===== config.mk =====
export PLATFORM = sky130hd
export DESIGN_NAME = lp_mode_seq
export DESIGN_NICKNAME = d
export VERILOG_FILES = /design/src/rtl/lp_pkg.sv /design/src/rtl/lp_edge_det.sv /design/src/rtl/lp_backup_regs.sv /design/src/rtl/lp_seq_fsm.sv /design/src/rtl/lp_mode_seq.sv
export SDC_FILE = /design/constraint.sdc
export NUM_CORES = 1
export LEC_CHECK = 0
export BUFFER_PORTS_ARGS = -buffer_cell sky130_fd_sc_hd__clkbuf_2
export CORE_MARGIN = 3
export CORE_UTILIZATION = 46
export DETAILED_ROUTE_END_ITERATION = 8
export GPL_ROUTABILITY_DRIVEN = 0
export HOLD_SLACK_MARGIN = 0.05
export PLACE_DENSITY = 0.8
export SYNTH_ARGS = -nofsm -noshare
export SYNTH_HDL_FRONTEND = slang
export SYNTH_SLANG_ARGS = --single-unit

===== constraint.sdc =====
create_clock -name clk -period 2.5 [get_ports clk]
set_input_delay 0.25 -clock clk [delete_from_list [all_inputs] [get_ports clk]]
set_output_delay 0.25 -clock clk [all_outputs]
set_load 0.02 [all_outputs]

===== src/rtl/lp_pkg.sv =====
package lp_pkg;
    typedef enum logic [2:0] {
        ST_RUN, ST_NAP, ST_DEEP, ST_OFF, ST_OSC_UP, ST_FLASH_UP
    } lp_state_e;

    localparam int MODE_W = 3;
    localparam logic [MODE_W-1:0] SEL_RUN  = 3'd0;
    localparam logic [MODE_W-1:0] SEL_OFF  = 3'd1;
    localparam logic [MODE_W-1:0] SEL_DEEP = 3'd2;
    localparam logic [MODE_W-1:0] SEL_NAP  = 3'd4;

    localparam int OSC_N      = 5;
    localparam int OSC_HS_INT = 0;
    localparam int OSC_HS_EXT = 1;
    localparam int OSC_LS_EXT = 2;
    localparam int OSC_LS_INT = 3;
    localparam int OSC_PLL    = 4;

    localparam int BK_N   = 4;
    localparam int BK_SEL = $clog2(BK_N);

    function automatic logic [OSC_N-1:0] deep_keep(input logic [OSC_N-1:0] cfg,
                                                   input logic rtc_lcd,
                                                   input logic keep);
        logic [OSC_N-1:0] m;
        m = '0;
        if (rtc_lcd && keep) begin
            m[OSC_LS_EXT] = cfg[OSC_LS_EXT];
            m[OSC_LS_INT] = cfg[OSC_LS_INT];
        end
        return m;
    endfunction

    function automatic logic is_sleep_sel(input logic [MODE_W-1:0] s);
        return (s == SEL_NAP) || (s == SEL_DEEP) || (s == SEL_OFF);
    endfunction
endpackage


===== src/rtl/lp_edge_det.sv =====
module lp_edge_det #(
    parameter int W = 16
) (
    input  logic         clk,
    input  logic         rst,
    input  logic [W-1:0] pin_i,
    input  logic [W-1:0] rise_sel_i,
    output logic [W-1:0] edge_o
);
    logic [W-1:0] pin_q;
    logic         primed_q;

    always_ff @(posedge clk) begin
        if (rst) begin
            pin_q    <= '0;
            primed_q <= 1'b0;
        end else begin
            pin_q    <= pin_i;
            primed_q <= 1'b1;
        end
    end

    for (genvar g = 0; g < W; g++) begin : g_pin
        assign edge_o[g] = primed_q &&
            (rise_sel_i[g] ? (pin_i[g] & ~pin_q[g]) : (~pin_i[g] & pin_q[g]));
    end

    AST_EDGE_NEEDS_CHANGE: assert property (@(posedge clk) disable iff (rst)
        (|edge_o) |-> !$stable(pin_i));
endmodule


===== src/rtl/lp_backup_regs.sv =====
module lp_backup_regs
    import lp_pkg::*;
#(
    parameter int W = 32
) (
    input  logic              clk,
    input  logic              rst,
    input  logic              we_i,
    input  logic [BK_SEL-1:0] sel_i,
    input  logic [W-1:0]      wdata_i,
    output logic [BK_N*W-1:0] q_o
);
    for (genvar g = 0; g < BK_N; g++) begin : g_reg
        logic [W-1:0] r_q;
        always_ff @(posedge clk) begin
            if (rst)
                r_q <= '0;
            else if (we_i && (sel_i == BK_SEL'(g)))
                r_q <= wdata_i;
        end
        assign q_o[g*W +: W] = r_q;
    end

    AST_BK_HOLD_NO_WRITE: assert property (@(posedge clk) disable iff (rst)
        !we_i |=> $stable(q_o));
endmodule


===== src/rtl/lp_seq_fsm.sv =====
module lp_seq_fsm
    import lp_pkg::*;
#(
    parameter int N_IRQ     = 32,
    parameter int N_GPIO    = 16,
    parameter int FLASH_DLY = 8
) (
    input  logic              clk,
    input  logic              rst,
    input  logic              mode_we_i,
    input  logic [MODE_W-1:0] mode_wdata_i,
    input  logic              wfi_i,
    input  logic [N_IRQ-1:0]  irq_pend_i,
    input  logic [N_IRQ-1:0]  irq_en_i,
    input  logic [N_GPIO-1:0] pin_i,
    input  logic [N_GPIO-1:0] edge_i,
    input  logic [N_GPIO-1:0] wake_en_i,
    input  logic              rtc_lcd_i,
    input  logic              keep_ls_i,
    input  logic [OSC_N-1:0]  osc_cfg_i,
    input  logic              flash_off_deep_i,
    input  logic [OSC_N-1:0]  osc_rdy_i,
    input  logic              flash_rdy_i,
    output logic              running_o,
    output logic              core_clk_en_o,
    output logic [OSC_N-1:0]  osc_en_o,
    output logic              flash_pd_o,
    output logic              reg_off_o,
    output logic [MODE_W-1:0] mode_o,
    output logic              dpd_wake_o,
    output logic              hold_en_o,
    output logic [N_GPIO-1:0] hold_val_o
);
    localparam int CNT_W = $clog2(FLASH_DLY) + 1;
    localparam logic [CNT_W-1:0] CNT_LAST = CNT_W'(FLASH_DLY - 1);

    lp_state_e         st_q, st_n;
    logic [MODE_W-1:0] mode_q;
    logic              flash_off_q;
    logic [CNT_W-1:0]  cnt_q;
    logic              dpd_q;
    logic [N_GPIO-1:0] hold_q;

    logic nap_wake, deep_wake, off_wake, osc_ok, sleeping, leaving;

    assign nap_wake  = |(irq_pend_i & irq_en_i);
    assign deep_wake = |(edge_i & wake_en_i);
    assign off_wake  = |edge_i;
    assign osc_ok    = &(osc_rdy_i | ~osc_cfg_i);
    assign sleeping  = (st_q == ST_NAP) || (st_q == ST_DEEP) || (st_q == ST_OFF);
    assign leaving   = sleeping && (st_n != st_q);

    always_comb begin
        st_n = st_q;
        unique case (st_q)
            ST_RUN: if (wfi_i && is_sleep_sel(mode_q)) begin
                if (mode_q == SEL_NAP)       st_n = ST_NAP;
                else if (mode_q == SEL_DEEP) st_n = ST_DEEP;
                else                         st_n = ST_OFF;
            end
            ST_NAP:      if (nap_wake)  st_n = ST_RUN;
            ST_DEEP:     if (deep_wake) st_n = ST_OSC_UP;
            ST_OFF:      if (off_wake)  st_n = ST_OSC_UP;
            ST_OSC_UP:   if (osc_ok)    st_n = flash_off_q ? ST_FLASH_UP : ST_RUN;
            ST_FLASH_UP: if (cnt_q == CNT_LAST && flash_rdy_i) st_n = ST_RUN;
            default:     st_n = ST_RUN;
        endcase
    end

    always_ff @(posedge clk) begin
        if (rst) begin
            st_q        <= ST_RUN;
            mode_q      <= SEL_RUN;
            flash_off_q <= 1'b0;
            cnt_q       <= '0;
            dpd_q       <= 1'b0;
            hold_q      <= '0;
        end else begin
            st_q <= st_n;
            if (st_q == ST_RUN && mode_we_i)
                mode_q <= mode_wdata_i;
            if (leaving)
                mode_q <= SEL_RUN;
            if (st_q == ST_RUN && st_n == ST_DEEP)
                flash_off_q <= flash_off_deep_i;
            if (st_q == ST_RUN && st_n == ST_OFF) begin
                flash_off_q <= 1'b1;
                hold_q      <= pin_i;
            end
            if (st_q == ST_OFF && off_wake)
                dpd_q <= 1'b1;
            if (st_q != ST_FLASH_UP)
                cnt_q <= '0;
            else if (cnt_q != CNT_LAST)
                cnt_q <= cnt_q + 1'b1;
        end
    end

    always_comb begin
        core_clk_en_o = (st_q == ST_RUN);
        reg_off_o     = (st_q == ST_OFF);
        flash_pd_o    = (st_q == ST_OFF) || ((st_q == ST_DEEP) && flash_off_q);
        unique case (st_q)
            ST_DEEP: osc_en_o = deep_keep(osc_cfg_i, rtc_lcd_i, keep_ls_i);
            ST_OFF:  osc_en_o = '0;
            default: osc_en_o = osc_cfg_i;
        endcase
    end

    assign running_o  = (st_q == ST_RUN);
    assign mode_o     = mode_q;
    assign dpd_wake_o = dpd_q;
    assign hold_en_o  = (st_q == ST_OFF);
    assign hold_val_o = hold_q;

    AST_ENTRY_NEEDS_WFI: assert property (@(posedge clk) disable iff (rst)
        $fell(core_clk_en_o) |-> $past(wfi_i));
    AST_NAP_WAKE_ENABLED: assert property (@(posedge clk) disable iff (rst)
        ($past(st_q) == ST_NAP && st_q == ST_RUN) |-> $past(|(irq_pend_i & irq_en_i)));
    AST_CLK_AFTER_READY: assert property (@(posedge clk) disable iff (rst)
        ($past(st_q) == ST_OSC_UP && st_q != ST_OSC_UP) |-> $past(&(osc_rdy_i | ~osc_cfg_i)));
    AST_FLASH_READY: assert property (@(posedge clk) disable iff (rst)
        ($past(st_q) == ST_FLASH_UP && st_q == ST_RUN) |-> $past(flash_rdy_i));
    AST_OFF_ALL_DOWN: assert property (@(posedge clk) disable iff (rst)
        reg_off_o |-> (osc_en_o == '0) && flash_pd_o && !core_clk_en_o);
    AST_HOLD_STABLE: assert property (@(posedge clk) disable iff (rst)
        (hold_en_o && $past(hold_en_o)) |-> $stable(hold_val_o));
    AST_MODE_CLEARED: assert property (@(posedge clk) disable iff (rst)
        $rose(core_clk_en_o) |-> (mode_q == SEL_RUN));
endmodule


===== src/rtl/lp_mode_seq.sv =====
module lp_mode_seq
    import lp_pkg::*;
#(
    parameter int N_IRQ     = 32,
    parameter int N_GPIO    = 16,
    parameter int BK_W      = 32,
    parameter int FLASH_DLY = 8
) (
    input  logic                 clk,
    input  logic                 rst,
    input  logic                 mode_we,
    input  logic [2:0]           mode_wdata,
    input  logic                 bk_we,
    input  logic [1:0]           bk_sel,
    input  logic [BK_W-1:0]      bk_wdata,
    input  logic                 wfi,
    input  logic [N_IRQ-1:0]     irq_pend,
    input  logic [N_IRQ-1:0]     irq_en,
    input  logic [N_GPIO-1:0]    gpio_pin,
    input  logic [N_GPIO-1:0]    gpio_rise,
    input  logic [N_GPIO-1:0]    gpio_wake_en,
    input  logic                 rtc_lcd_on,
    input  logic                 keep_ls,
    input  logic [4:0]           osc_cfg,
    input  logic                 flash_off_deep,
    input  logic [4:0]           osc_rdy,
    input  logic                 flash_rdy,
    output logic                 core_clk_en,
    output logic [4:0]           osc_en,
    output logic                 flash_pd,
    output logic                 reg_off,
    output logic [2:0]           mode_q,
    output logic                 dpd_wake,
    output logic                 gpio_hold_en,
    output logic [N_GPIO-1:0]    gpio_hold_val,
    output logic [4*BK_W-1:0]    bk_q
);
    logic [N_GPIO-1:0] edges;
    logic              running;

    lp_edge_det #(.W(N_GPIO)) u_edge (
        .clk(clk), .rst(rst), .pin_i(gpio_pin), .rise_sel_i(gpio_rise), .edge_o(edges)
    );

    lp_seq_fsm #(.N_IRQ(N_IRQ), .N_GPIO(N_GPIO), .FLASH_DLY(FLASH_DLY)) u_fsm (
        .clk(clk), .rst(rst),
        .mode_we_i(mode_we), .mode_wdata_i(mode_wdata), .wfi_i(wfi),
        .irq_pend_i(irq_pend), .irq_en_i(irq_en),
        .pin_i(gpio_pin), .edge_i(edges), .wake_en_i(gpio_wake_en),
        .rtc_lcd_i(rtc_lcd_on), .keep_ls_i(keep_ls), .osc_cfg_i(osc_cfg),
        .flash_off_deep_i(flash_off_deep), .osc_rdy_i(osc_rdy), .flash_rdy_i(flash_rdy),
        .running_o(running), .core_clk_en_o(core_clk_en), .osc_en_o(osc_en),
        .flash_pd_o(flash_pd), .reg_off_o(reg_off), .mode_o(mode_q),
        .dpd_wake_o(dpd_wake), .hold_en_o(gpio_hold_en), .hold_val_o(gpio_hold_val)
    );

    lp_backup_regs #(.W(BK_W)) u_bk (
        .clk(clk), .rst(rst), .we_i(bk_we && running), .sel_i(bk_sel),
        .wdata_i(bk_wdata), .q_o(bk_q)
    );
endmodule


Yosys cells after proc, flatten, opt, wreduce, memory -nomap -nowiden
Index checks and enable logic that the tools add are counted.
{"block": "totals", "regBits": 173, "in_bits": 168, "output_inout_bits": 157, "word_cells": 173}
{"block": "op_classes", "addsub": 1, "n_eq_ne": 17, "muxes": 31, "bitwise_logic": 68, "reduce_logical": 44}
{"op": "bitwise AND 1 bit", "count": 32}
{"op": "bitwise AND 32 bit", "count": 1}
{"op": "inverter 1 bit", "count": 32}
{"op": "OR reduction 16 bit", "count": 2}
{"op": "OR reduction 32 bit", "count": 1}
{"op": "logical AND 1 bit", "count": 30}
{"op": "2-to-1 mux 3 bit", "count": 8}
{"op": "2-to-1 mux 1 bit", "count": 20}
{"op": "case mux 3 bit (6 select lines)", "count": 1}
{"op": "bitwise AND 16 bit", "count": 1}
{"op": "== test 3 x 2 -> 1 bit, second input constant", "count": 5}
{"op": "case mux 5 bit (2 select lines)", "count": 1}
{"op": "== test 3 bit, second input constant", "count": 3}
{"op": "== test 3 x 1 -> 1 bit, second input constant", "count": 2}
{"op": "logical OR 1 bit", "count": 5}
{"op": "inverter 5 bit", "count": 1}
{"op": "bitwise OR 5 bit", "count": 1}
{"op": "AND reduction 5 bit", "count": 1}
{"op": "adder 4 x 1 -> 4 bit, second input constant", "count": 1}
{"op": "== test 2 bit, second input constant", "count": 2}
{"op": "== test 4 x 3 -> 1 bit, second input constant", "count": 1}
{"op": "!= test 4 x 3 -> 1 bit, second input constant", "count": 1}
{"op": "OR reduction 2 bit", "count": 2}
{"op": "zero test 3 bit", "count": 1}
{"op": "other kinds (6)", "count": 6}

Logic depth before layout (Yosys ltp)
Gate-level depths: netlist (run 1).
{"block": "depth", "word_depth": 12, "mapped_depth": 9, "ltp_nobuf": 8}

Hierarchy
A second synthesis (run 1) with hierarchy kept.
{"block": "hier_totals", "cells_unflattened": 746, "area_unflattened_um2": 7724.9}
{"mod": "lp_backup_regs", "instances": 1, "cells_per_inst": 454, "area_per_inst_um2": 5063.6, "seq_area_each_um2": 2562.5}
{"mod": "lp_seq_fsm", "instances": 1, "cells_per_inst": 205, "area_per_inst_um2": 1784.2, "seq_area_each_um2": 560.5}
{"mod": "lp_edge_det", "instances": 1, "cells_per_inst": 86, "area_per_inst_um2": 870.8, "seq_area_each_um2": 340.3}
{"mod": "lp_mode_seq", "instances": 1, "cells_per_inst": 1, "area_per_inst_um2": 6.3, "seq_area_each_um2": 0.0}

Least setup slack after synthesis (run 1)
No wires, ideal clock.
{"block": "synth_timing", "kind": "flip-flop to flip-flop", "from": "reg u_fsm.st_q[1]", "to": "reg u_bk.g_reg[0].r_q[10]", "setup_ns": 0.132, "arrival_time_ns": 1.922, "required_ns": 2.368, "slack_ns": 0.445, "path_stages_with_launch": 9, "n_path_buf": 3, "period_less_slack_ns": 2.055, "cell_sequence": "dfxtp_1 -> buf_6 -> nor3_2 -> nand2_1 -> or3_1 -> clkbuf_1 -> clkbuf_1 -> nand2_1 -> a21oi_1"}
{"block": "synth_between", "elab_chain_cells": 3}
{"item": "start, declared", "line_no": "lp_seq_fsm.sv:37", "text": "lp_state_e st_q, st_n;"}
{"item": "start signal, assigned", "line_no": "lp_seq_fsm.sv:79", "text": "st_q <= st_n;"}
{"item": "zero test 3 bit"}
{"item": "net core_clk_en", "line_no": "lp_mode_seq.sv:28", "text": "output logic core_clk_en,"}
{"item": "logical AND 1 bit", "line_no": "lp_mode_seq.sv:58", "text": ".clk(clk), .rst(rst), .we_i(bk_we && running), .sel_i(bk_sel),"}
{"item": "logical AND 1 bit", "line_no": "lp_backup_regs.sv:18", "text": "else if (we_i && (sel_i == BK_SEL'(g)))"}
{"item": "end signal, assigned", "line_no": "lp_backup_regs.sv:19", "text": "r_q <= wdata_i;"}
{"item": "end, declared", "line_no": "lp_backup_regs.sv:14", "text": "logic [W-1:0] r_q;"}
The timed path passes the listed nets, and every way through them passes these cells.
A chain may end at the register's enable or synchronous reset.

Final worst setup path (run 1)
{"block": "layout_timing", "from": "reg u_fsm.st_q[0]", "to": "reg u_fsm.hold_q[14], in the netlist u_fsm.hold_val_o[14]"}
{"block": "layout_between", "elab_chain_cells": 4, "word_cells_on_any_way": 15, "classes_between": "eq/ne (6); mux (7); reduce/logical (2)"}
{"item": "== test 3 bit, or another cell as far along", "line_no": "lp_seq_fsm.sv:55", "text": "unique case (st_q)"}
{"item": "case mux 3 bit (6 select lines)", "line_no": "lp_seq_fsm.sv:55"}
{"item": "== test 3 x 2 -> 1 bit", "line_no": "lp_seq_fsm.sv:86", "text": "if (st_q == ST_RUN && st_n == ST_OFF) begin"}
{"item": "logical AND 1 bit (*)", "line_no": "lp_seq_fsm.sv:86"}
{"item": "end signal, assigned", "line_no": "lp_seq_fsm.sv:88", "text": "hold_q <= pin_i;"}
{"item": "end, declared", "line_no": "lp_seq_fsm.sv:42", "text": "logic [N_GPIO-1:0] hold_q;"}
Mark *: on every way between the ends. The rest lies on a longest branch, timed or not.

==> results of run 1 <==
## cells by family (layout without fill, tap and decap cells)
group | count (synthesis) | after routing | share of synthesized area (%)
XOR/XNOR | 3 | 3 | 0.3857
multiplexers | 20 | 20 | 2.938
adder cells (fa/ha/maj) | 1 | 1 | 0.1836
buffers and inverters | 62 | 387 | 4.003
flip-flops | 173 | 173 | 50.83
AND/OR/NAND/NOR | 387 | 387 | 25.82
AO/OA/AOI/OAI | 189 | 189 | 15.85
## flip-flops by register name (all words and copies together) (netlist names), 3 cells and up
| signal | count |
|---|---|
| u_bk.g.r_q | 128 |
| u_fsm.hold_val_o | 16 |
| u_fsm.st_q | 3 |
| u_edge.pin_q | 16 |
| u_fsm.cnt_q | 4 |
| u_fsm.mode_o | 3 |
## through the flow
step	util, %	cell area (um2)	total power, mW
final	64.91	9220	6.545
after global routing	64.91	9220	6.781
after CTS	64.91	9220	6.586
after detailed placement	60.68	8618	3.869
after global placement	60.68	8618	3.852
after floorplan	-	6814	3.459
## critical path: stages, from the launching register on
cell and delay [ns]:
dfxtp_1 0.45, nor2b_1 0.23, nand3_1 0.09, or4_1 0.42, o22a_4 0.24, nor2_8 0.32
mux2i_1 0.24, nor2_1 0.06
## final cells by class
class / instances / area [um2]
fill: 1224 / 4984
sequential: 173 / 3463
clock inverter: 12 / 172.7
clock buffer: 18 / 429.2
inverter: 10 / 37.54
timing repair buffer: 347 / 1809
multi-input combinational: 600 / 3083
tap: 180 / 225.2
## power by group through the flow
stage	Sequential, mW	Combinational [mW]	Clock, mW
final	2.93	0.882	2.73
after global routing	2.94	0.962	2.88
after CTS	2.93	0.885	2.77
after detailed placement	2.99	0.880	0
after global placement	2.98	0.867	0
after floorplan	3.09	0.372	0
## metal layers
layer,vias to the layer above,track usage (%)
met3,56,8.125
met5,-,0
met1,3303,30.22
li1,3429,-
met2,335,46.95
met4,0,11.42
## synthesized netlist by cell type, drive strengths merged (8+ instances only)
library cell,n
a21oi,132
a22oi,15
and2,8
buf,13
clkbuf,39
dfxtp,173
inv,10
mux2i,20
nand2,265
nand2b,15
nand3b,16
nor2,28
nor2b,18
o21ai,22
## how the worst max path moves through the flow
stage	depth (start not counted)	from	end	slack (ns)
detailed placement	8	irq_en[10]	u_fsm.hold_val_o[14]	0.21
global placement	8	irq_en[10]	u_fsm.hold_val_o[14]	0.28
finish	7	u_fsm.st_q[0]	u_fsm.hold_val_o[14]	0.31
floorplan	8	u_fsm.st_q[1]	u_bk.g_reg[0].r_q[10]	0.45
CTS	7	u_fsm.st_q[0]	u_fsm.hold_val_o[14]	0.33
global route	7	u_fsm.st_q[0]	u_fsm.hold_val_o[11]	0.19
==> out/results.ini, run 1 <==
[status]
status = finished clean

[global_routing]
grt_max_degree = 116
grt_pass1_wl_um = 34800
grt.total_usage_pct = 26.80
grt_pass1_vias = 6895
grt-ovfl-total = 0
antenna_found_initial = 0

[sta]
setup_slack_ns = 0.3117
finalSetupViolations = 0
slew_violations = 0
finClkSkew_ns = 0.01110
worst_slew_pin_slew_ns = 0.5949
max_slew_margin_pct = 60.34
fin_setup_tns_ns = 0
period_needed_ns = 2.188
rsz0062_at_grt = false
hold_viol = 0
fin_hold_ws_ns = 0.08875
timing.final.crit_share_pct = 87.53
max_freq_mhz = 457.0

[worst_hold_path]
hold_depth = 2
hp-class = primary input to register
min_from = gpio_pin[0]
min_to = u_edge.pin_q[0]

[synth]
syn-num-nets = 1004
yosys_warnings = 0
yosys-top-cells-area = dfxtp_1 (51%), nand2_1 (15%), a21oi_1 (9.6%), mux2i_1 (2.9%), clkbuf_1 (2.1%)
syn-instance-count = 835
synth.avg_cell_area_um2 = 8.161
ys_ff_latch = 173
synth_ff_type = dfxtp_1
syn_area_um2 = 6814
yosysTopAreaCell = dfxtp_1
synth_edf_count = 0
synth_cell_types = 51
seq_area_frac_synth_pct = 50.83
synthArstFlopShare_pct = 0
synth_top_area_share_pct = 50.83

[clock_network]
cts_tree = done
clk_latency_ns = 0.42
htree_levels = 4
cts_resized = 0
clkSlewWorstSetupHoldPaths_ns = 0.06
clockRootBuffer = clkbuf_16
postCtsSetupRepairBufs = 0
ctsHoldBuffers = 0
numCtsBuffers = 17
cts.sinks = 173
clockBufferDepth = 2

[power_and_ir_drop]
p_clk_share_pct = 41.7
power.leakage_nw = 4.086
ir_worst_vdd_mv = 0.5252
p_sw_share_pct = 25.72
switchingPower_mw = 1.683
cellPowerDensity_nw_per_um2 = 709.8
p_comb_share_pct = 13.5
internal-power_mw = 4.862
seqPwrFrac_pct = 44.8

[flow_run]
cap_violations = 0

[floorplanning]
num_rows = 43
io_pins = 325
core_area_um2 = 14200
die_x_um = 127.7
start_util_pct = 47.97
die_y_um = 127.7
dieArea_um2 = 16310

[critical_path]
critPathCaptureType = register
cp_max_fo = 16
r2r-end = u_fsm.hold_val_o[14]
reg2reg_depth = 7
required_ns = 2.79
cp-start-kind = register
rrSetupSlack_ns = 0.31
crit_type = register to register
reg2reg_from = u_fsm.st_q[0]
arrival_ns = 2.48

[cells_and_area]
antennaDiodeCount = 0
area_growth_pct = 35.31
final_cells = 1340
fin_nets = 1318
layout_commonest_cell = clkbuf_2
mostFrequentLayoutCells = clkbuf_2 (323), nand2_1 (265), dfxtp_1 (173)
drive_above_1_share_pct = 33.10

[placement]
post-place-ws_ns = 0.2096
dp_hpwl_um = 16560
placedCellCount = 1310
portBuffers = 324

[detailed_routing]
met3_length_um = 2030
top_layer_used = met4
initialDrtViolationCount = 435
ant_nets = 0
wl_per_cell_um = 16.61
vias_per_cell = 5.316
dr_total_vias = 7123
postRouteWirelength_um = 22260
drc = 0
first_pass_iters = 5
wl_met2_um = 11140
wl_met1_um = 8272

No activity file was read; power rests on OpenSTA's default activity.
==> inputs of run 2 (changes only) <==
--- a/config.mk
+++ b/config.mk
@@ -6,6 +6,7 @@
 export NUM_CORES = 1
 export LEC_CHECK = 0
 export BUFFER_PORTS_ARGS = -buffer_cell sky130_fd_sc_hd__clkbuf_2
+export CORE_ASPECT_RATIO = 1.5
 export CORE_MARGIN = 3
 export CORE_UTILIZATION = 46
 export DETAILED_ROUTE_END_ITERATION = 8
==> run 2 against run 1 <==
  * Flip-flop and latch count did not move
  * Largest cell class unchanged
  * Critical path depth did not move
  * Critical endpoint is now u_fsm.hold_val_o[8]
  * Routed wire length rose by 0.64%
==> out/results.ini, run 2 (synthesis gave the netlist of run 1 again) <==
[status]
status = finished clean  ; unchanged

[floorplanning]
start_util_pct = 47.79  ; was 47.97%
die_y_um = 155.1  ; was 127.7 um
num_rows = 53  ; was 43
die_x_um = 105.4  ; was 127.7 um
io_pins = 325  ; unchanged
dieArea_um2 = 16340  ; was 16310 um2
core_area_um2 = 14260  ; was 14200 um2

[global_routing]
grt_max_degree = 92  ; was 116
grt_pass1_vias = 6626  ; was 6895
grt_pass1_wl_um = 34040  ; was 34800 um
antenna_found_initial = 2  ; was 0
grt.total_usage_pct = 26.50  ; was 26.80%
grt-ovfl-total = 0  ; unchanged

[sta]
worst_slew_pin_slew_ns = 0.6650  ; was 0.5949 ns
period_needed_ns = 2.235  ; was 2.188 ns
hold_viol = 0  ; unchanged
max_freq_mhz = 447.4  ; was 457.0 MHz
max_slew_margin_pct = 55.66  ; was 60.34%
finClkSkew_ns = 0.01198  ; was 0.01110 ns
fin_setup_tns_ns = 0  ; unchanged
slew_violations = 0  ; unchanged
rsz0062_at_grt = false  ; unchanged
finalSetupViolations = 0  ; unchanged
timing.final.crit_share_pct = 89.41  ; was 87.53%

[detailed_routing]
ant_nets = 0  ; unchanged
met3_length_um = 1944  ; was 2030 um
initialDrtViolationCount = 378  ; was 435
vias_per_cell = 5.140  ; was 5.316
drc = 0  ; unchanged
top_layer_used = met5  ; was met4
wl_met2_um = 11910  ; was 11140 um
postRouteWirelength_um = 22400  ; was 22260 um
dr_total_vias = 6959  ; was 7123
first_pass_iters = 7  ; was 5
wl_per_cell_um = 16.55  ; was 16.61 um
wl_met1_um = 7671  ; was 8272 um

[critical_path]
cp-start-kind = register  ; unchanged
reg2reg_from = u_fsm.st_q[0]  ; unchanged
crit_start = u_fsm.st_q[0]  ; unchanged
critPathCaptureType = register  ; unchanged
cp_max_fo = 16  ; unchanged
arrival_ns = 2.53  ; was 2.48 ns
crit_type = register to register  ; unchanged
required_ns = 2.80  ; was 2.79 ns

[clock_network]
ctsHoldBuffers = 0  ; unchanged
clockBufferDepth = 2  ; unchanged
postCtsSetupRepairBufs = 0  ; unchanged
clockRootBuffer = clkbuf_16  ; unchanged
clk_latency_ns = 0.42  ; about the same
cts_tree = done  ; unchanged
numCtsBuffers = 17  ; unchanged
htree_levels = 4  ; unchanged
cts_resized = 0  ; unchanged
clkSlewWorstSetupHoldPaths_ns = 0.07  ; was 0.06 ns
cts.sinks = 173  ; unchanged

[cells_and_area]
regArea_um2 = 3463  ; unchanged
fin_area_um2 = 9183  ; was 9220 um2
area_growth_pct = 34.76  ; was 35.31%
largest_reg_flops = 128  ; unchanged
drive_above_1_share_pct = 33.07  ; was 33.10%
multi_input_area_um2 = 3083  ; unchanged
final_cells = 1354  ; was 1340
layout_commonest_cell = clkbuf_2  ; unchanged
post-route-util_pct = 64.41  ; was 64.91%
fillers = 1291  ; was 1224
mostFrequentLayoutCells = clkbuf_2 (323), nand2_1 (265), dfxtp_1 (173)  ; unchanged
top_register = u_bk.g.r_q  ; unchanged
fin_nets = 1317  ; was 1318

[power_and_ir_drop]
power.leakage_nw = 4.055  ; was 4.086 nW
cellPowerDensity_nw_per_um2 = 680.0  ; was 709.8 nW/um2
ir_worst_vdd_mv = 0.4651  ; was 0.5252 mV

[worst_hold_path]
min_from = gpio_pin[8]  ; was gpio_pin[0]
hp-class = primary input to register  ; unchanged

[placement]
portBuffers = 324  ; unchanged
placed_cell_area_um2 = 8638  ; was 8618 um2
dp_hpwl_um = 17240  ; was 16560 um
placedCellCount = 1321  ; was 1310

[flow_run]
cap_violations = 0  ; unchanged

run 2: cell types whose count changed in the layout (fill, tap and decap cells not counted):
cell,previous run,this run
buf_4,23,21
clkinv_4,2,4
clkinv_2,4,2
bufinv_16,4,0
inv_6,0,3
inv_8,0,2
buf_12,1,2
clkbuf_1,1,2
diode_2,0,1
run 2: stage by stage:
step | total power, mW | hold slack [ns] | setup slack [ns]
6_report | 6.244 | 0.08812 | 0.2647
5_1_grt | 6.509 | 0.07487 | 0.09589
4_1_cts | 6.293 | 0.07446 | 0.2746
3_5_place_dp | 3.881 | 0.4454 | 0.2657
3_3_place_gp | 3.863 | 0.4410 | 0.2852
2_1_floorplan | 3.459 | 0.3782 | 0.4453
run 2: path summary, 6_finish.rpt:
| path | slack [ns] | depth (start not counted) | to |
|---|---|---|---|
| setup / recovery | 0.26 | 7 | u_fsm.hold_val_o[8] |
| hold reg to reg | 0.45 | 2 | u_bk.g_reg[3].r_q[11] |
| setup reg to reg | 0.26 | 7 | u_fsm.hold_val_o[8] |
| hold / removal | 0.09 | 2 | u_edge.pin_q[8] |
run 2: final cells by class:
class	count	share of cell area, %
flip-flops and latches	173	37.72
multi-input cells	600	33.57
repair buffers	346	19.76
clock buffers	19	4.715
well taps	192	2.616
clock inverters	13	1.185
inverters	10	0.4088
diodes	1	0.02725
run 2: routing by layer:
layer | up-vias | track usage [%]
li1 | 3432 | -
met1 | 3183 | 26.65
met2 | 292 | 49.09
met3 | 50 | 8.966
met4 | 2 | 11.44
met5 | - | 0
run 2: power breakdown:
part | internal [mW] | leakage [nW] | total (mW) | switching (mW)
Combinational | 0.342 | 2.39 | 0.886 | 0.543
Sequential | 2.87 | 1.41 | 2.93 | 0.0662
Clock | 1.30 | 0.262 | 2.43 | 1.13
Total | 4.50 | 4.05 | 6.24 | 1.74
run 2: worst max-delay path: stages, from the launching register on:
cell and delay, ns:
dfxtp_1 0.48, nor2b_1 0.24, nand3_1 0.09, or4_1 0.44, o22a_4 0.24, nor2_8 0.32
mux2i_1 0.25, nor2_1 0.05
==> inputs of run 3 (changes only) <==
--- a/config.mk
+++ b/config.mk
@@ -8,11 +8,12 @@
 export BUFFER_PORTS_ARGS = -buffer_cell sky130_fd_sc_hd__clkbuf_2
 export CORE_ASPECT_RATIO = 1.5
 export CORE_MARGIN = 3
-export CORE_UTILIZATION = 46
+export CORE_UTILIZATION = 48
 export DETAILED_ROUTE_END_ITERATION = 8
 export GPL_ROUTABILITY_DRIVEN = 0
 export HOLD_SLACK_MARGIN = 0.05
 export PLACE_DENSITY = 0.8
 export SYNTH_ARGS = -nofsm -noshare
 export SYNTH_HDL_FRONTEND = slang
+export SYNTH_HIERARCHICAL = 1
 export SYNTH_SLANG_ARGS = --single-unit
==> run 3 against run 2 <==
  * Synthesized area rose by 13%
  * Global-route usage is 3.4 points lower
  * Hold slack improved by 0.015 ns
  * Sequential share of layout area decreased by 3.2 points
  * Synthesized cell count decreased by 11%
  * Cell count shrank 6.3%
  * Routed wire length is 6.1% lower
  * Critical path type unchanged
==> out/results.ini, run 3 <==
[status]
status = finished clean  ; unchanged

[synth]
synth_edf_count = 0  ; unchanged
syn-instance-count = 746  ; was 835
yosysTopAreaCell = dfxtp_1  ; unchanged
synth_most_common_cell = nand2b_1  ; was nand2_1
synth_ff_type = dfxtp_1  ; unchanged
synth_top_area_share_pct = 44.83  ; was 50.83%
yosys_warnings = 6  ; was 0
ys_ff_latch = 173  ; unchanged
synthArstFlopShare_pct = 0  ; unchanged
synthTopCellsByCount = nand2b_1 (193), dfxtp_1 (173), mux2i_1 (149), clkbuf_1 (22), nand2_1 (20)  ; was nand2_1 (265), dfxtp_1 (173), a21oi_1 (131), clkbuf_1 (39), nor2_1 (27)
synth.avg_cell_area_um2 = 10.36  ; was 8.161 um2
synth_cell_types = 49  ; was 51
yosys-top-cells-area = dfxtp_1 (45%), mux2i_1 (19%), nand2b_1 (16%), nand4bb_1 (2.3%), nand4b_1 (1.8%)  ; was dfxtp_1 (51%), nand2_1 (15%), a21oi_1 (9.6%), mux2i_1 (2.9%), clkbuf_1 (2.1%)
syn_area_um2 = 7725  ; was 6814 um2
seq_area_frac_synth_pct = 44.83  ; was 50.83%
syn-num-nets = 915  ; was 1004

[detailed_routing]
vias_per_cell = 5.100  ; was 5.140
initialDrtViolationCount = 263  ; was 378
postRouteWirelength_um = 21040  ; was 22400 um
first_pass_iters = 4  ; was 7
ant_nets = 0  ; unchanged
drc = 0  ; unchanged
wl_per_cell_um = 16.58  ; was 16.55 um
dr_total_vias = 6472  ; was 6959

[critical_path]
cp_max_fo = 16  ; unchanged
crit_chain = nand4bb_1, nand2_1, nor4_1, and4_1, a21oi_1, o21a_1, a21oi_4, buf_12, mux2i_1  ; was nor2b_1, nand3_1, or4_1, o22a_4, nor2_8, mux2i_1, nor2_1
arrival_ns = 2.68  ; was 2.53 ns
cp-start-kind = register  ; unchanged
critPathSlowestCell = nor4_1  ; was dfxtp_1
cpPeakStageDelay_ns = 0.44  ; was 0.48 ns
critPathCaptureType = register  ; unchanged
required_ns = 2.84  ; was 2.80 ns
crit_type = register to register  ; unchanged

[power_and_ir_drop]
internal-power_mw = 4.988  ; was 4.504 mW
switchingPower_mw = 2.233  ; was 1.740 mW
p_sw_share_pct = 30.93  ; was 27.87%
power.leakage_nw = 4.972  ; was 4.055 nW
p_comb_share_pct = 21.6  ; was 14.2%
total_power_mw = 7.221  ; was 6.244 mW
cellPowerDensity_nw_per_um2 = 720.4  ; was 680.0 nW/um2
ir_worst_vdd_mv = 0.4538  ; was 0.4651 mV
p_clk_share_pct = 35.2  ; was 38.9%
seqPwrFrac_pct = 43.2  ; was 46.9%

[placement]
dp_hpwl_um = 15930  ; was 17240 um
portBuffers = 324  ; unchanged

[clock_network]
clockBufferDepth = 2  ; unchanged
clk_latency_ns = 0.42  ; about the same
cts.sinks = 173  ; unchanged
clkSlewWorstSetupHoldPaths_ns = 0.07  ; about the same
htree_levels = 4  ; unchanged
numCtsBuffers = 17  ; unchanged
cts_tree = done  ; unchanged
postCtsSetupRepairBufs = 0  ; unchanged
clockRootBuffer = clkbuf_16  ; unchanged

[sta]
fin_setup_tns_ns = 0  ; unchanged
period_needed_ns = 2.346  ; was 2.235 ns
max_slew_margin_pct = 60.92  ; was 55.66%
hold_viol = 0  ; unchanged
finalSetupViolations = 0  ; unchanged
finClkSkew_ns = 0.009216  ; was 0.01198 ns
fin_hold_ws_ns = 0.1032  ; was 0.08812 ns
timing.final.crit_share_pct = 93.83  ; was 89.41%
max_freq_mhz = 426.3  ; was 447.4 MHz
slew_violations = 0  ; unchanged
rsz0062_at_grt = false  ; unchanged
worst_slew_pin_slew_ns = 0.5862  ; was 0.6650 ns

[cells_and_area]
drive_above_1_share_pct = 35.18  ; was 33.07%
area_growth_pct = 29.75  ; was 34.76%
fin_nets = 1222  ; was 1317
largest_reg_flops = 128  ; unchanged
mostFrequentLayoutCells = clkbuf_2 (323), nand2b_1 (193), dfxtp_1 (172)  ; was clkbuf_2 (323), nand2_1 (265), dfxtp_1 (173)
antennaDiodeCount = 0  ; was 1
top_register = u_bk/g.r_q  ; was u_bk.g.r_q
layout_commonest_cell = clkbuf_2  ; unchanged

[global_routing]
grt_pass1_wl_um = 32400  ; was 34040 um
grt_max_degree = 71  ; was 92
grt.total_usage_pct = 23.15  ; was 26.50%
antenna_found_initial = 0  ; was 2
grt-ovfl-total = 0  ; unchanged
grt_pass1_vias = 6432  ; was 6626

[floorplanning]
core_area_um2 = 15700  ; was 14260 um2
dieArea_um2 = 17680  ; was 16340 um2
start_util_pct = 49.22  ; was 47.79%
num_rows = 56  ; was 53
die_y_um = 161.4  ; was 155.1 um
io_pins = 325  ; unchanged
die_x_um = 109.6  ; was 105.4 um

[worst_hold_path]
hp-class = primary input to register  ; unchanged

[flow_run]
cap_violations = 0  ; unchanged

[run 3: area by class of cell]
class	count	area (um2)
repair buffers	336	1764
inverters	9	33.78
clock buffers	19	442.9
flip-flops and latches	173	3465
fillers	1382	5672
well taps	203	254.0
clock inverters	13	125.1
multi-input cells	516	3939
[run 3: cells by family after synthesis]
family                   synth area share [%]
AO/OA/AOI/OAI                           4.487
XOR/XNOR                               0.3402
adder cells (fa/ha/maj)                0.1619
buffers and inverters                   4.308
flip-flops                              44.83
multiplexers                            19.31
AND/OR/NAND/NOR                         26.56
[run 3: path summary, 6_finish.rpt]
kind                         start                    end  slack (ns)  cells after the start
max                u_edge/primed_q   u_fsm/hold_val_o[13]        0.15                      9
min                    gpio_pin[9]        u_edge/pin_q[9]        0.10                      2
max reg2reg        u_edge/primed_q   u_fsm/hold_val_o[13]        0.15                      9
min reg2reg  u_bk/g_reg[0].r_q[22]  u_bk/g_reg[0].r_q[22]        0.47                      2
[run 3: worst max-delay path: cells and delay by family, from the launching register on]
family | cells | cell delay [ns]
flops | 1 | 0.40
buf+inv | 1 | 0.18
mux | 1 | 0.22
simple gates | 4 | 1.02
compound gates | 3 | 0.44
[run 3: what timing repair did]
action,CTS,global route
hold buffers,0,0
endpoints found under the setup margin,0,19
gates resized for setup,0,1
endpoints found under the hold margin,0,0
[run 3: power groups by stage]
stage	Combinational [mW]	Clock [mW]	Sequential (mW)
3_3_place_gp	1.55	0	3.17
6_report	1.56	2.54	3.12
5_1_grt	1.68	2.69	3.15
2_1_floorplan	0.873	0	3.35
3_5_place_dp	1.57	0	3.18
4_1_cts	1.57	2.60	3.12
[run 3: stage by stage]
step / setup WS [ns] / cells / utilization (%) / area, um2
6_report: 0.1544 / 1269 / 63.86 / 10020
5_1_grt: 0.06373 / 1269 / 63.86 / 10020
4_1_cts: 0.1219 / 1269 / 63.86 / 10020
3_5_place_dp: 0.1345 / 1237 / 60.24 / 9454
3_3_place_gp: 0.2007 / 1237 / 60.24 / 9454
2_1_floorplan: 0.3092 / 746 / - / 7725
[run 3: metal layers]
metal  track usage, %  up-vias  wire, um
met5                0        -         0
met4            8.338        0       591
met3            7.117       42      1612
met2            39.69      233     10460
met1            26.82     3015      8379
li1                 -     3182         -
